===== src/rtl/pulse_voice_pkg.sv =====
package pulse_voice_pkg;

  // register select codes
  localparam logic [1:0] ADDR_CTRL = 2'd0;
  localparam logic [1:0] ADDR_FLO  = 2'd1;
  localparam logic [1:0] ADDR_FHI  = 2'd2;

  // control byte field positions
  localparam int GATE_BIT  = 7;
  localparam int DUTY_LSB  = 4;
  localparam int ON_BIT    = 7;

  // strobes from control to datapath
  typedef struct packed {
    logic stepTick;   // advance sequencer one position
    logic stepClear;  // park sequencer at position 0
  } stepCtl_t;

endpackage


===== src/rtl/pulse_voice_ctrl.sv =====
module pulse_voice_ctrl
  import pulse_voice_pkg::*;
#(
  parameter int FREQ_W = 12,
  parameter int DUTY_W = 3,
  parameter int VOL_W  = 4
) (
  input  logic              clk,
  input  logic              rstN,
  input  logic              wrEn,
  input  logic [1:0]        wrAddr,
  input  logic [7:0]        wrData,
  output stepCtl_t          ctl,
  output logic              gateOn,
  output logic              chanOn,
  output logic [DUTY_W-1:0] dutyCode,
  output logic [VOL_W-1:0]  volume
);

  localparam int HI_W = FREQ_W - 8;

  logic [FREQ_W-1:0] freqReg;
  logic [FREQ_W-1:0] divCount;
  logic              enReg;
  logic              gateReg;
  logic [DUTY_W-1:0] dutyReg;
  logic [VOL_W-1:0]  volReg;
  logic              divDone;
  logic              hiWrite;

  // register file
  always_ff @(posedge clk) begin
    if (!rstN) begin
      freqReg <= '0;
      enReg   <= 1'b0;
      gateReg <= 1'b0;
      dutyReg <= '0;
      volReg  <= '0;
    end else if (wrEn) begin
      case (wrAddr)
        ADDR_CTRL: begin
          gateReg <= wrData[GATE_BIT];
          dutyReg <= wrData[DUTY_LSB +: DUTY_W];
          volReg  <= wrData[VOL_W-1:0];
        end
        ADDR_FLO: freqReg[7:0] <= wrData;
        ADDR_FHI: begin
          enReg              <= wrData[ON_BIT];
          freqReg[FREQ_W-1:8] <= wrData[HI_W-1:0];
        end
        default: ;
      endcase
    end
  end

  // programmable divider: dwell of F+1 clocks per step
  assign divDone = (divCount >= freqReg);

  always_ff @(posedge clk) begin
    if (!rstN || !enReg) begin
      divCount <= '0;
    end else if (divDone) begin
      divCount <= '0;
    end else begin
      divCount <= divCount + 1'b1;
    end
  end

  assign ctl.stepTick  = enReg && divDone;
  assign ctl.stepClear = !enReg;
  assign gateOn        = gateReg;
  assign chanOn        = enReg;
  assign dutyCode      = dutyReg;
  assign volume        = volReg;

  assign hiWrite = wrEn && (wrAddr == ADDR_FHI);

  // divider climbs by one between step pulses
  p_div_climb_r3: assert property (@(posedge clk) disable iff (!rstN)
    (enReg && !ctl.stepTick && !hiWrite) |=> (divCount == $past(divCount) + 1'b1));

  // divider restarts after each step pulse
  p_div_restart_r3: assert property (@(posedge clk) disable iff (!rstN)
    (ctl.stepTick && !hiWrite) |=> (divCount == '0));

  // parked divider while voice is off
  p_div_parked_r7: assert property (@(posedge clk) disable iff (!rstN)
    (!enReg && !hiWrite) |=> (divCount == '0));

  // a write to the unused address leaves the registers alone
  p_unused_addr_r1: assert property (@(posedge clk) disable iff (!rstN)
    (wrEn && wrAddr == 2'd3) |=> ($stable(freqReg) && $stable(enReg) && $stable(volReg)));

endmodule


===== src/rtl/pulse_voice_dp.sv =====
module pulse_voice_dp
  import pulse_voice_pkg::*;
#(
  parameter int STEPS  = 16,
  parameter int DUTY_W = 3,
  parameter int VOL_W  = 4
) (
  input  logic              clk,
  input  logic              rstN,
  input  stepCtl_t          ctl,
  input  logic              gateOn,
  input  logic              chanOn,
  input  logic [DUTY_W-1:0] dutyCode,
  input  logic [VOL_W-1:0]  volume,
  output logic [VOL_W-1:0]  chanOut
);

  localparam int STEP_W = $clog2(STEPS);
  localparam logic [STEP_W-1:0] LAST_STEP = STEP_W'(STEPS - 1);

  logic [STEP_W-1:0] stepIdx;
  logic              pulseHigh;
  logic              levelOn;

  // duty sequencer position
  always_ff @(posedge clk) begin
    if (!rstN || ctl.stepClear) begin
      stepIdx <= '0;
    end else if (ctl.stepTick) begin
      stepIdx <= (stepIdx == LAST_STEP) ? '0 : stepIdx + 1'b1;
    end
  end

  assign pulseHigh = (stepIdx <= STEP_W'(dutyCode));

  // voice-on beats sample mode, sample mode beats the sequencer
  always_comb begin
    if (!chanOn)      levelOn = 1'b0;
    else if (gateOn)  levelOn = 1'b1;
    else              levelOn = pulseHigh;
  end

  assign chanOut = levelOn ? volume : '0;

  p_off_silent_r6: assert property (@(posedge clk) disable iff (!rstN)
    !chanOn |-> (chanOut == '0));

  p_sample_pass_r5: assert property (@(posedge clk) disable iff (!rstN)
    (chanOn && gateOn) |-> (chanOut == volume));

  p_step_wrap_r3: assert property (@(posedge clk) disable iff (!rstN)
    (ctl.stepTick && !ctl.stepClear && stepIdx == LAST_STEP) |=> (stepIdx == '0));

  p_step_hold_r3: assert property (@(posedge clk) disable iff (!rstN)
    (!ctl.stepTick && !ctl.stepClear) |=> $stable(stepIdx));

  p_step_park_r7: assert property (@(posedge clk) disable iff (!rstN)
    ctl.stepClear |=> (stepIdx == '0));

  p_tone_low_r4: assert property (@(posedge clk) disable iff (!rstN)
    (chanOn && !gateOn && stepIdx > STEP_W'(dutyCode)) |-> (chanOut == '0));

endmodule


===== src/rtl/pulse_voice.sv =====
module pulse_voice
  import pulse_voice_pkg::*;
#(
  parameter int FREQ_W = 12,
  parameter int STEPS  = 16,
  parameter int DUTY_W = 3,
  parameter int VOL_W  = 4
) (
  input  logic             clk,
  input  logic             rstN,
  input  logic             wrEn,
  input  logic [1:0]       wrAddr,
  input  logic [7:0]       wrData,
  output logic [VOL_W-1:0] chanOut
);

  stepCtl_t          ctl;
  logic              gateOn;
  logic              chanOn;
  logic [DUTY_W-1:0] dutyCode;
  logic [VOL_W-1:0]  volume;

  pulse_voice_ctrl #(
    .FREQ_W(FREQ_W),
    .DUTY_W(DUTY_W),
    .VOL_W (VOL_W)
  ) u_ctrl (
    .clk     (clk),
    .rstN    (rstN),
    .wrEn    (wrEn),
    .wrAddr  (wrAddr),
    .wrData  (wrData),
    .ctl     (ctl),
    .gateOn  (gateOn),
    .chanOn  (chanOn),
    .dutyCode(dutyCode),
    .volume  (volume)
  );

  pulse_voice_dp #(
    .STEPS (STEPS),
    .DUTY_W(DUTY_W),
    .VOL_W (VOL_W)
  ) u_dp (
    .clk     (clk),
    .rstN    (rstN),
    .ctl     (ctl),
    .gateOn  (gateOn),
    .chanOn  (chanOn),
    .dutyCode(dutyCode),
    .volume  (volume),
    .chanOut (chanOut)
  );

endmodule


===== config.mk =====
export PLATFORM = sky130hd
export DESIGN_NAME = pulse_voice
export DESIGN_NICKNAME = d
export VERILOG_FILES = /design/src/rtl/pulse_voice_pkg.sv /design/src/rtl/pulse_voice_ctrl.sv /design/src/rtl/pulse_voice_dp.sv /design/src/rtl/pulse_voice.sv
export SDC_FILE = /design/constraint.sdc
export NUM_CORES = 1
export LEC_CHECK = 0
export BUFFER_PORTS_ARGS = -buffer_cell sky130_fd_sc_hd__buf_4
export CAP_MARGIN = 20
export CORE_AREA = 5 5 77 79
export DETAILED_ROUTE_END_ITERATION = 10
export DIE_AREA = 0 0 82 84
export PLACE_DENSITY = 0.66
export SLEW_MARGIN = 10
export SYNTH_ARGS = -nofsm -noshare
export SYNTH_HDL_FRONTEND = slang
export SYNTH_SLANG_ARGS = --single-unit

===== constraint.sdc =====
create_clock -name clk -period 3.3 [get_ports clk]
set_input_delay 0.495 -clock clk [delete_from_list [all_inputs] [get_ports clk]]
set_output_delay 0.495 -clock clk [all_outputs]
set_load 0.1 [all_outputs]

# [Word level (Yosys, flattened, before mapping)]
# Index checks and enable logic that the tools add are counted.
[totals] register_bits=37 inputBits=13 out_inout_bits=4 elab_cells=28
[classes] n_addsub=2 magnitude_cmp=2 n_eq_ne=3 mux=4 reduce_logical=9
[op_table] op="$add 12x1->12 const B" n=1
[op_table] op="$ge 12x12->1" n=1
[op_table] op="$mux 4" n=2
[op_table] op="$reduce_and 2->1" n=3
[op_table] op="$add 4x1->4 const B" n=1
[op_table] op="$eq 4x4->1 const B" n=1
[op_table] op="$le 4x3->1" n=1
[op_table] op="$eq 2x1->1 const B" n=1
[op_table] op="$eq 2x2->1 const B" n=1
[op_table] op="$logic_not 1->1" n=2
[op_table] op="$logic_not 2->1" n=1
[op_table] op="$mux 1" n=2
[op_table] op="$reduce_or 2->1" n=1
[op_table] op="$logic_and 1x1->1" n=1
[op_table] op="$logic_or 1x1->1" n=1

# [Longest topological paths before layout]
[depth] depth_word=4 mapped_depth=8 mapped_depth_nobuf=7

# [Cells and area by module]
# From an unflattened synthesis, not the netlist that was laid out.
[unflattened] cells_unflattened=200 area_unflattened_um2=1965.6
[by_module_without_submodules] module="pulse_voice_ctrl" instances=1 cells_each=165 area_per_inst_um2=1674.1 seq_area_each_um2=660.6
[by_module_without_submodules] module="pulse_voice_dp" instances=1 cells_each=35 area_per_inst_um2=291.5 seq_area_each_um2=80.1

# [Worst setup path before layout]
# No wires, ideal clock.
[synth_path] path_type="register to output" from="register u_ctrl.dutyReg[1], in the netlist u_ctrl.dutyCode[1]" to="output chanOut[0]" arrival_ps=1965 required_time_ps=2805 path_slack_ps=840 stages_incl_launch_ff=8 path_buffers=0 path_cell_list="dfxtp_1 -> inv_1 -> ha_1 -> nor2b_1 -> o21a_1 -> o21ai_0 -> a21oi_1 -> and3b_1"
[synth_between] elab_chain_cells=4
[synth_rtl] element="start: declaration" line="pulse_voice_ctrl.sv:26" source="logic [DUTY_W-1:0] dutyReg;"
[synth_rtl] element="start signal: assignment" line="pulse_voice_ctrl.sv:43" source="dutyReg <= wrData[DUTY_LSB +: DUTY_W];"
[synth_rtl] element="$le 4x3->1" line="pulse_voice_dp.sv:34" source="assign pulseHigh = (stepIdx <= STEP_W'(dutyCode));"
[synth_rtl] element="$mux 1" line="pulse_voice_dp.sv:39" source="else if (gateOn) levelOn = 1'b1;"
[synth_rtl] element="$mux 1" line="pulse_voice_dp.sv:38" source="if (!chanOn) levelOn = 1'b0;"
[synth_rtl] element="$mux 4" line="pulse_voice_dp.sv:43" source="assign chanOut = levelOn ? volume : '0;"
[synth_rtl] element="end: declaration" line="pulse_voice.sv:14" source="output logic [VOL_W-1:0] chanOut"
# Every way passes these cells.

# [Worst setup path in the final report]
[layout_path] from="register u_dp.stepIdx[1]" to="output chanOut[0]"
[layout_between] elab_chain_cells=4
[layout_rtl] element="start: declaration" line="pulse_voice_dp.sv:21" source="logic [STEP_W-1:0] stepIdx;"
[layout_rtl] element="start signal: assignment" line="pulse_voice_dp.sv:30" source="stepIdx <= (stepIdx == LAST_STEP) ? '0 : stepIdx + 1'b1;"
[layout_rtl] element="$le 4x3->1" line="pulse_voice_dp.sv:34"
[layout_rtl] element="$mux 1" line="pulse_voice_dp.sv:39"
[layout_rtl] element="$mux 1" line="pulse_voice_dp.sv:38"
[layout_rtl] element="$mux 4" line="pulse_voice_dp.sv:43"
# Every way passes these cells.

==> results.sh <==
export IMPL_cp_arrival_ps=2010
export IMPL_post_cts_resized=0
export IMPL_layout_nets=250
export IMPL_async_reset_ff_frac=0
export IMPL_yosysWarnings=0
export IMPL_synthMuxAreaShare=0.117
export IMPL_min_path_type="input pin to flip-flop"
export IMPL_clock_sinks=37
export IMPL_reg2reg_to="u_ctrl.divCount[4]"
export IMPL_worstHoldPathCells=3
export IMPL_worst_slack_ps=796
export IMPL_cts_root_buf="clkbuf_8"
export IMPL_vdd_drop_max_uv=202
export IMPL_layout_common_cells="dfxtp_1 (37), mux2i_1 (23), nor2b_1 (22), inv_1 (18)"
export IMPL_finClkSkew_ps=3.88
export IMPL_synthDistinctLibCells=37
export IMPL_maxSlewViolCount=0
export IMPL_die_w_um=82
export IMPL_synth_edf_count=0
export IMPL_p_leak_nw=0.934
export IMPL_synthFlopType="dfxtp_1"
export IMPL_dieArea_um2=6890
export IMPL_cts_max_path_buffers=2
export IMPL_r2r_cells=7
export IMPL_preCtsSetupSlack_ps=1100
export IMPL_critPathKind="flip-flop to primary output"
export IMPL_status="completed"
export IMPL_cts_hold_buf=0
export IMPL_hold_path_end="u_ctrl.dutyCode[2]"
export IMPL_top_usage_layer="met2"
export IMPL_max_clock_freq_mhz=399
export IMPL_core_um2=5270
export IMPL_numCtsBuffers=5
export IMPL_wire_per_inst_um=12.3
export IMPL_grt_pass1_vias=1341
export IMPL_area_growth_pct=15.3
export IMPL_syn_num_nets=232
export IMPL_synth_seq_area_share=0.376
export IMPL_grt_max_degree=23
export IMPL_required_ps=2800
export IMPL_clock_latency_ps=290
export IMPL_use_met2=0.176
export IMPL_antenna_found_initial=0
export IMPL_r2r_start="u_ctrl.divCount[0]"
export IMPL_place_hpwl_um=2730
export IMPL_grt_pass1_wl_um=6370
export IMPL_post_synth_cell_area_avg_um2=9.74
export IMPL_reg2reg_slack_ps=1110
export IMPL_synth_simple_area_share=0.224
export IMPL_grt_use_met1=0.158
export IMPL_grt_overflow=0
export IMPL_synth_seq_cells=37
export IMPL_fillers=579
export IMPL_critPathCaptureType="primary output"
export IMPL_htreeDepth=2
export IMPL_postCtsSetupBuffers=0
export IMPL_synthesis_area_um2=1970
export IMPL_synth_xor_area_frac=0.0445
export IMPL_synth_top_family_by_area="simple AND/OR/NAND/NOR gates"
export IMPL_cap_violations=0
export IMPL_ant_nets=0
export IMPL_worst_slew_pin_slew_ps=797
export IMPL_use_met3=0.0508
export IMPL_gp_congestion=0.755
export IMPL_fin_crit_sh=0.759
export IMPL_setup_viol=0
export IMPL_syn_inst=202
export IMPL_layout_min_cycle_time_ps=2500
export IMPL_drive_gt1_frac=0.176
export IMPL_synth_compound_area_share=0.0782
export IMPL_rsz0062_at_grt="no"
export IMPL_path_clk_slew_ps=70
export IMPL_synthAdderAreaFrac=0.108
export IMPL_crit_fanout=5
export IMPL_grt_usage=0.121
export IMPL_die_h_um=84
export IMPL_final_common_cell="dfxtp_1"
export IMPL_setup_tns_ps=0
export IMPL_power_density_nw_per_um2=416
export IMPL_wirelength_um=3620
export IMPL_via_per_inst=4.66
export IMPL_num_vias=1366
export IMPL_cts_tree="done"
export IMPL_rows=27
export IMPL_max_slew_margin=0.467
export IMPL_io_pins=17
export IMPL_initial_core_util=0.373
export IMPL_hold_viol=0
export IMPL_portBuffers=16
export IMPL_route_detailed_drc=0
export IMPL_min_from="wrData[6]"
export IMPL_first_pass_iters=4
export IMPL_critPathLaunchType="flip-flop"
export IMPL_drt_iter0_drc=49
export IMPL_n_antenna_cell=0
-- cells in the mapped netlist (all sizes together), types with 3 or more instances --
cell type / number / share of area
nor2b: 22 / 0.070
buf: 3 / 0.011
clkbuf: 3 / 0.0064
ha: 17 / 0.11
and3b: 4 / 0.018
nand2: 9 / 0.017
nand3: 9 / 0.023
a21oi: 6 / 0.015
o21ai: 3 / 0.0076
nor2: 13 / 0.040
mux2i: 23 / 0.12
and3: 3 / 0.0095
nand4: 3 / 0.0095
dfxtp: 37 / 0.38
inv: 18 / 0.034
xor2: 8 / 0.036
and4: 3 / 0.013
-- state kept, by name, indices dropped and copies added (netlist names) --
name,cells
u_ctrl.chanOn,1
u_ctrl.divCount,12
u_ctrl.gateOn,1
u_ctrl.freqReg,12
u_ctrl.dutyCode,3
u_ctrl.volume,4
u_dp.stepIdx,4
-- worst max-delay path, stage by stage, from the launching register on --
cell and delay, ps:
dfxtp_1 400, ha_1 260, nor2b_1 130, o21a_1 150, o21ai_0 140, a21oi_1 120, and3b_1 230, buf_4 280
-- logic make-up (layout without fill, tap and decap cells) --
family          count (synthesis)  in the layout
compound gates                 19             19
flops                          37             37
mux                            23             23
fa+ha+maj                      17             17
simple gates                   72             72
xor+xnor                       10             10
buf+inv                        24             43
-- metal layers --
layer / part of all wire / routed length [um]
met4: 0.011 / 38
met3: 0.041 / 150
met2: 0.45 / 1640
met5: 0 / 0
met1: 0.49 / 1790
-- per-stage QoR --
stage | power (W) | instance area (um^2) | hold slack [ps] | instances | util
floorplan | 0.000526 | 1970 | 457 | 202 | -
global placement | 0.000550 | 2150 | 479 | 285 | 0.408
detailed placement | 0.000551 | 2150 | 490 | 285 | 0.408
CTS | 0.000958 | 2270 | 468 | 293 | 0.430
global route | 0.000995 | 2270 | 469 | 293 | 0.430
finish | 0.000943 | 2270 | 477 | 293 | 0.430
-- cell type report --
class | count | area [um^2] | area share
Clock buffer | 7 | 86.3 | 0.0381
Clock inverter | 1 | 30.0 | 0.0132
Inverter | 18 | 67.6 | 0.0298
Multi-Input combinational cell | 141 | 1130 | 0.496
Sequential cell | 37 | 741 | 0.327
Tap cell | 72 | 90.1 | 0.0397
Timing Repair Buffer | 17 | 128 | 0.0563
-- power by group --
| part | switching [W] | internal [W] | leakage, nW |
|---|---|---|---|
| sequential | 0.00000528 | 0.000455 | 0.300 |
| combinational | 0.0000383 | 0.0000408 | 0.576 |
| clock | 0.000157 | 0.000246 | 0.0585 |
| total | 0.000200 | 0.000743 | 0.934 |
-- worst max path at each step --
stage / slack, ps / startpoint / end / cells after the start
finish: 800 / u_dp.stepIdx[1] / chanOut[0] / 7
global route: 650 / u_dp.stepIdx[1] / chanOut[1] / 7
CTS: 770 / u_dp.stepIdx[1] / chanOut[0] / 7
detailed placement: 1100 / u_dp.stepIdx[1] / chanOut[0] / 7
global placement: 1130 / u_dp.stepIdx[1] / chanOut[3] / 7
floorplan: 840 / u_ctrl.dutyCode[1] / chanOut[0] / 7
(Power assumes the default switching activity.)
